--- src/rtl/pss_pkg.sv ---
package pss_pkg;
  // Command strobes passed from the width classifier to the select register.
  typedef struct packed {
    logic clearAll;  // set every select high
    logic shiftEn;   // shift one bit into position 0
    logic shiftVal;  // bit value shifted in (0 selects, 1 deselects)
  } selCmd_t;
endpackage

--- src/rtl/pss_sync.sv ---
module pss_sync #(
  parameter int STAGES = 2
) (
  input  logic clk,
  input  logic rstN,
  input  logic asyncIn,
  output logic syncOut
);
  logic [STAGES-1:0] chain;

  // Chain resets to the idle (high) level so no false low is seen after reset.
  always_ff @(posedge clk or negedge rstN) begin
    if (!rstN) chain <= '1;
    else       chain <= {chain[STAGES-2:0], asyncIn};
  end

  assign syncOut = chain[STAGES-1];
endmodule

--- src/rtl/pss_ctrl.sv ---
module pss_ctrl
  import pss_pkg::*;
#(
  parameter int GLITCH_MIN = 2,
  parameter int MEDIUM_MIN = 8,
  parameter int WIDE_MIN   = 32
) (
  input  logic    clk,
  input  logic    rstN,
  input  logic    lineSync,
  output selCmd_t cmd
);
  localparam int CW = $clog2(WIDE_MIN + 1);
  localparam logic [CW-1:0] WIDE_C   = CW'(WIDE_MIN);
  localparam logic [CW-1:0] PRE_WIDE = CW'(WIDE_MIN - 1);
  localparam logic [CW-1:0] MED_C    = CW'(MEDIUM_MIN);
  localparam logic [CW-1:0] GLT_C    = CW'(GLITCH_MIN);

  logic [CW-1:0] lowCnt;

  // Counts the synchronized low cycles of the current pulse and stops at the wide threshold.
  always_ff @(posedge clk or negedge rstN) begin
    if (!rstN)              lowCnt <= '0;
    else if (lineSync)      lowCnt <= '0;
    else if (lowCnt != WIDE_C) lowCnt <= lowCnt + 1'b1;
  end

  // Decodes the pulse width into a command.
  always_comb begin
    cmd = '0;
    if (!lineSync) begin
      if (lowCnt == PRE_WIDE) cmd.clearAll = 1'b1;
    end else if (lowCnt != '0 && lowCnt < WIDE_C) begin
      if (lowCnt >= MED_C) begin
        cmd.shiftEn  = 1'b1;
        cmd.shiftVal = 1'b1;
      end else if (lowCnt >= GLT_C) begin
        cmd.shiftEn  = 1'b1;
        cmd.shiftVal = 1'b0;
      end
    end
  end

  assert_count_saturates_R8: assert property (@(posedge clk) disable iff (!rstN)
    lowCnt <= WIDE_C);

  assert_single_action_R2: assert property (@(posedge clk) disable iff (!rstN)
    $onehot0({cmd.clearAll, cmd.shiftEn}));

  assert_clear_once_R8: assert property (@(posedge clk) disable iff (!rstN)
    cmd.clearAll |=> !cmd.clearAll);

  assert_glitch_dropped_R6: assert property (@(posedge clk) disable iff (!rstN)
    (lineSync && !$past(lineSync) && $past(lineSync, 2)) |-> !cmd.shiftEn);
endmodule

--- src/rtl/pss_shift.sv ---
module pss_shift
  import pss_pkg::*;
#(
  parameter int NUM_SEL = 8
) (
  input  logic               clk,
  input  logic               rstN,
  input  selCmd_t            cmd,
  output logic [NUM_SEL-1:0] selN
);
  logic [NUM_SEL-1:0] selReg;

  always_ff @(posedge clk or negedge rstN) begin
    if (!rstN)             selReg <= '1;
    else if (cmd.clearAll) selReg <= '1;
    else if (cmd.shiftEn)  selReg <= {selReg[NUM_SEL-2:0], cmd.shiftVal};
  end

  assign selN = selReg;

  assert_clear_all_high_R2: assert property (@(posedge clk) disable iff (!rstN)
    cmd.clearAll |=> (&selN));

  assert_shift_one_place_R4: assert property (@(posedge clk) disable iff (!rstN)
    (cmd.shiftEn && !cmd.clearAll) |=>
      (selN[NUM_SEL-1:1] == $past(selN[NUM_SEL-2:0])) && (selN[0] == $past(cmd.shiftVal)));

  assert_idle_hold_R6: assert property (@(posedge clk) disable iff (!rstN)
    (!cmd.clearAll && !cmd.shiftEn) |=> $stable(selN));
endmodule

--- src/rtl/pulse_select_shifter.sv ---
module pulse_select_shifter
  import pss_pkg::*;
#(
  parameter int NUM_SEL     = 8,
  parameter int SYNC_STAGES = 2,
  parameter int GLITCH_MIN  = 2,
  parameter int MEDIUM_MIN  = 8,
  parameter int WIDE_MIN    = 32
) (
  input  logic               clk,
  input  logic               rstN,
  input  logic               ctrlIn,
  output logic [NUM_SEL-1:0] selN
);
  logic    lineSync;
  selCmd_t cmd;

  pss_sync #(.STAGES(SYNC_STAGES)) uSync (
    .clk(clk), .rstN(rstN), .asyncIn(ctrlIn), .syncOut(lineSync)
  );

  pss_ctrl #(
    .GLITCH_MIN(GLITCH_MIN), .MEDIUM_MIN(MEDIUM_MIN), .WIDE_MIN(WIDE_MIN)
  ) uCtrl (
    .clk(clk), .rstN(rstN), .lineSync(lineSync), .cmd(cmd)
  );

  pss_shift #(.NUM_SEL(NUM_SEL)) uShift (
    .clk(clk), .rstN(rstN), .cmd(cmd), .selN(selN)
  );

  // While the line is idle high, no clear may reach the register (a clear needs low time).
  assert_clear_needs_low_R3: assert property (@(posedge clk) disable iff (!rstN)
    (lineSync && $past(lineSync)) |-> !cmd.clearAll);
endmodule

--- config.mk ---
export PLATFORM = sky130hd
export DESIGN_NAME = pulse_select_shifter
export DESIGN_NICKNAME = d
export VERILOG_FILES = /design/src/rtl/pss_pkg.sv /design/src/rtl/pss_sync.sv /design/src/rtl/pss_ctrl.sv /design/src/rtl/pss_shift.sv /design/src/rtl/pulse_select_shifter.sv
export SDC_FILE = /design/constraint.sdc
export NUM_CORES = 1
export LEC_CHECK = 0
export BUFFER_PORTS_ARGS = -buffer_cell sky130_fd_sc_hd__buf_2
export CAP_MARGIN = 20
export CELL_PAD_IN_SITES_DETAIL_PLACEMENT = 1
export CELL_PAD_IN_SITES_GLOBAL_PLACEMENT = 1
export CORE_ASPECT_RATIO = 0.8
export CORE_MARGIN = 1
export CORE_UTILIZATION = 40
export DETAILED_ROUTE_END_ITERATION = 10
export GPL_TIMING_DRIVEN = 0
export PLACE_DENSITY_LB_ADDON = 0.1
export SYNTH_ARGS = -nofsm -noshare
export SYNTH_HDL_FRONTEND = slang
export SYNTH_SLANG_ARGS = --single-unit
--- constraint.sdc ---
create_clock -name clk -period 2.42 [get_ports clk]
set_clock_uncertainty 0.05 [all_clocks]
set_input_delay 0.242 -clock clk [delete_from_list [all_inputs] [get_ports clk]]
set_output_delay 0.242 -clock clk [all_outputs]
set_load 0.02 [all_outputs]
# Yosys cells after proc, flatten, opt, wreduce, memory -nomap -nowiden
# Index checks and enable logic that the tools add are counted.
# Widths: inputs -> output; s select.
[op_classes] n_addsub=1 n_reduce_logical=4 n_eq_ne=2 n_lt_le_gt_ge=3 n_mux=10
[ops] operator="$mux 8" count=2
[ops] operator="$mux 6" count=2
[ops] operator="$mux 2" count=4
[ops] operator="$add 6x1->6 const B" count=1
[ops] operator="$eq 6x5->1 const B" count=1
[ops] operator="$ge 6x2->1 const B" count=1
[ops] operator="$ge 6x4->1 const B" count=1
[ops] operator="$lt 6x6->1 const B" count=1
[ops] operator="$ne 6x6->1 const B" count=1
[ops] operator="$reduce_bool 6->1" count=1
[ops] operator="$reduce_bool 2->1" count=2
[ops] operator="$mux 1" count=2
[ops] operator="$logic_and 1x1->1" count=1
[totals] inputBits=3 wordCells=23 regBits=16 output_inout_bits=8

# Logic depth before layout (Yosys ltp)
[depth] ltp_word=7 ltp_mapped=5 mapped_depth_nobuf=5

# Modules after synthesis
# A second synthesis with hierarchy kept.
[hier_totals] hier_cells=67 area_unflattened_um2=765.7
[modules_own_cells] module="pss_ctrl" n_inst=1 area_each_um2=360.3 cells_per_inst=39 seq_area_each_um2=150.1
[modules_own_cells] module="pss_shift" n_inst=1 area_each_um2=352.8 cells_per_inst=26 seq_area_each_um2=210.2
[modules_own_cells] module="pss_sync" n_inst=1 area_each_um2=52.6 cells_per_inst=2 seq_area_each_um2=52.6

# Least setup slack after synthesis
# No wires, ideal clock.
[synth_path] kind="register -> register" from="register uCtrl.lowCnt[1]" to="register uShift.selReg[0], in the netlist uShift.selN[0]" path_slack_ns=0.982 arrival_time_ns=1.313 setup_time_ns=0.075 n_path_buf=0 path_stages_with_launch=6 period_less_slack_ns=1.438 required_ns=2.295 path_cell_list="dfrtp_1 -> inv_1 -> ha_1 -> o21bai_1 -> a21oi_4 -> mux2i_1"
[synth_via] elab_chain_len=6 elab_cells_between_ends=15 classes_between="order compare: 3; eq/ne: 1; mux: 8; reduce/logical: 3"
[synth_lines] element="start: declaration" line="pss_ctrl.sv:19" source="logic [CW-1:0] lowCnt;"
[synth_lines] element="start signal: assignment" line="pss_ctrl.sv:25" source="else if (lowCnt != WIDE_C) lowCnt <= lowCnt + 1'b1;"
[synth_lines] element="$ge 6x4->1, or another cell as far along" line="pss_ctrl.sv:34" source="if (lowCnt >= MED_C) begin"
[synth_lines] element="$mux 2, or another cell as far along" line="pss_ctrl.sv:34"
[synth_lines] element="$mux 2, on equally long branches" line="pss_ctrl.sv:33, pss_ctrl.sv:34"
[synth_lines] element="$mux 2, on equally long branches" line="pss_ctrl.sv:31, pss_ctrl.sv:33"
[synth_lines] element="$mux 8 or $mux 2 (tied branches)" line="pss_shift.sv:16, pss_ctrl.sv:31"
[synth_lines] element="$mux 8 or $reduce_bool 2->1 (tied branches)"
[synth_lines] element="end signal: assignment" line="pss_shift.sv:16" source="else if (cmd.shiftEn) selReg <= {selReg[NUM_SEL-2:0], cmd.shiftVal};"
[synth_lines] element="end: declaration" line="pss_shift.sv:11" source="logic [NUM_SEL-1:0] selReg;"
# Parallel ways exist; a longest one is shown, timed or not. The select of a mux whose other input is x is not followed.
# A chain may end at the register's enable or synchronous reset.

# Worst setup path in the final report
[layout_path] from="register uCtrl.lowCnt[0]" to="register uShift.selReg[0], in the netlist uShift.selN[0]"
# Same word-level chain as after synthesis.

==> metrics.txt <==
EDFF count, synth 0; VDD IR max 0.402 mV; dominant synthesized flop cell dfstp_2; Clock Latency Late Sink 0.28 ns; Routed wire per std cell 14.1 um; CP Capture Type flop; RR Startpoint uCtrl.lowCnt[0]; Yosys Warn Count 0; vias 477; final wirelength 1390 um; vias in the first global route 469; Core ar. 0.00169 sq mm; Port-buffer cells 10; P_leak 0.379 nW; critical path arrival 1.81 ns; mux cell area share after synthesis 10.8%; CTS Sinks 16; Slew HR 73.7%; area leader, netlist dfstp_2; Critical Path Start Type flop; status finished clean; Mapped Area 744 sq um; Filler cells 189; worst slew pin tran 0.394 ns; Initial DRC Count 3; Synth top area share 35.3%; # setup viols final 0; CTS tree yes; syn_nets 66; Ports 11; Seq cells post-synth 16; max-cap violations 0; Syn Area/Cell 12.4 sq um; routed vias/inst 4.87; Total GRT Usage 16.0%; worst min-delay path class reg -> reg; ANT cells 0; Worst Path Required 2.58 ns; maximum fanout along the worst path 8; Post-CTS Setup Inserts 0; HP Start uSync.chain[0]; Final Hold Viols 0; most common cell in the netlist dfstp_2; family with the most delay on the worst path compound AO/OA/AOI/OAI gates; clk buf depth 2; Bufs and invs on worst path 1; drt drc 0; hold_ws 0.312 ns; Die H 40.6 um; CP Class reg -> reg; count of pins over their slew limit 0; Crit path largest cell delay 0.42 ns; Tcrit/Tclk final 67.9%; die area 0.00204 sq mm; register area share after synthesis 55.5%; synth cell count leaders dfstp_2 (10), a21oi_1 (9), mux2i_1 (8); Synth Area in Adders 5.04%; Post-Synth Simple-Gate Area 10.4%; CTS root buf clkbuf_4; pre-CTS setup slack 0.787 ns; Clk pin slew, worst setup/hold paths 0.10 ns; CTS Buf Count 3; GP Congestion 0.679; share of layout cells above drive strength 1 39.5%; achievable frequency 0.609 GHz; Async SR Flop Fraction 100%; Synth area leaders dfstp_2 (35%), dfrtp_1 (20%), mux2i_1 (11%); main combinational cell family by area after synthesis compound AO/OA/AOI/OAI gates; crit path time final 1.64 ns; synth unique cells 22; unrepaired setup endpoints after global routing false; largest net degree at the start of global routing 17; final core occ 51.9%; DIE WIDTH 50.2 um; initial antenna violation count 0; drt pass-1 iters 2; total gr overflow 0; Final ANT Viol Nets 0; post-layout worst setup margin 0.777 ns; Inst Count DP 92; Mapped Cells 60; hpwl dp 924 um; Worst setup startpoint uCtrl.lowCnt[0]; PD cells 583 mW/mm^2; fin nets 83; num rows 13; final cell count without fillers 98; Slowest cell on crit path dfrtp_1; CTS H-tree lvls 1; CP cell instances inv_1 > ha_1 > o21bai_1 > a21oi_4 > mux2i_1; global-route wire length before repair 2200 um; TNS Setup 0 ns; complex-gate fraction of the synthesized area 12.6%; Post-Synth XOR/XNOR Area 3.53%; initial core utilization 44.0%; FF-to-FF setup slack 0.78 ns; layout overhead on the synthesized area 18.0%
## path summary, 6_finish.rpt
kind	endpoint	cells past startpoint
hold reg to reg	uSync.chain[1]	0
max in group asynchronous	uShift.selN[0]	2
setup / recovery	uShift.selN[0]	5
setup reg to reg	uShift.selN[0]	5
hold / removal	uSync.chain[1]	0
min in group asynchronous	uCtrl.lowCnt[0]	2
## layout make-up
| class | instances | area [sq um] | area share [%] |
|---|---|---|---|
| Sequential cell | 16 | 413 | 47.0 |
| Multi-Input combinational cell | 40 | 315 | 35.9 |
| Timing Repair Buffer | 12 | 70.1 | 7.98 |
| Clock buffer | 4 | 36.3 | 4.13 |
| Tap cell | 22 | 27.5 | 3.13 |
| Inverter | 3 | 11.3 | 1.28 |
| Buffer | 1 | 5.00 | 0.570 |
## layer usage
metal	track usage (%)	wire length, um	vias up
li1	-	-	244
met1	21.0	741	221
met2	24.0	584	10
met3	6.82	54	2
met4	4.29	6	0
met5	0	0	-
## repair_timing
| item | in CTS | in global routing |
|---|---|---|
| endpoints found under the hold margin | 7 | 0 |
| gates resized for setup | 0 | 0 |
| hold buffers | 2 | 0 |
## layout by cell type, fill, tap and decap left out, types with 2 or more instances in the layout
master and instances:
mux2i_1 8, clkbuf_4 3, xnor2_1 2, ha_1 3, dlygate4sd3_1 2, nor2_1 5
a21oi_1 9, inv_1 3, buf_2 11, dfstp_2 10, dfrtp_1 6
## logic make-up after synthesis
logic type	after synthesis
DFF	16
AOI/OAI and AO/OA	14
adders and majority gates	3
buffers and inverters	4
and+or+nand+nor	12
xor gates and xnor gates	3
muxes	8
## through the flow
stage	total power, mW	cell area [sq um]
floorplan	0.322	744
global placement	0.336	822
detailed placement	0.337	822
CTS	0.521	878
global route	0.537	878
finish	0.512	878
## state kept, by name, indices dropped and copies added, names as in the netlist
signal and cells:
uCtrl.lowCnt 6, uShift.selN 8, uSync.chain 2
## report_power, final
part           total (mW)  switching, mW  internal [mW]
clock               0.177         0.0857         0.0915
sequential          0.287        0.00881          0.278
combinational      0.0477         0.0275         0.0201
total               0.512          0.122          0.390
Power figures use the tool's default switching activity.
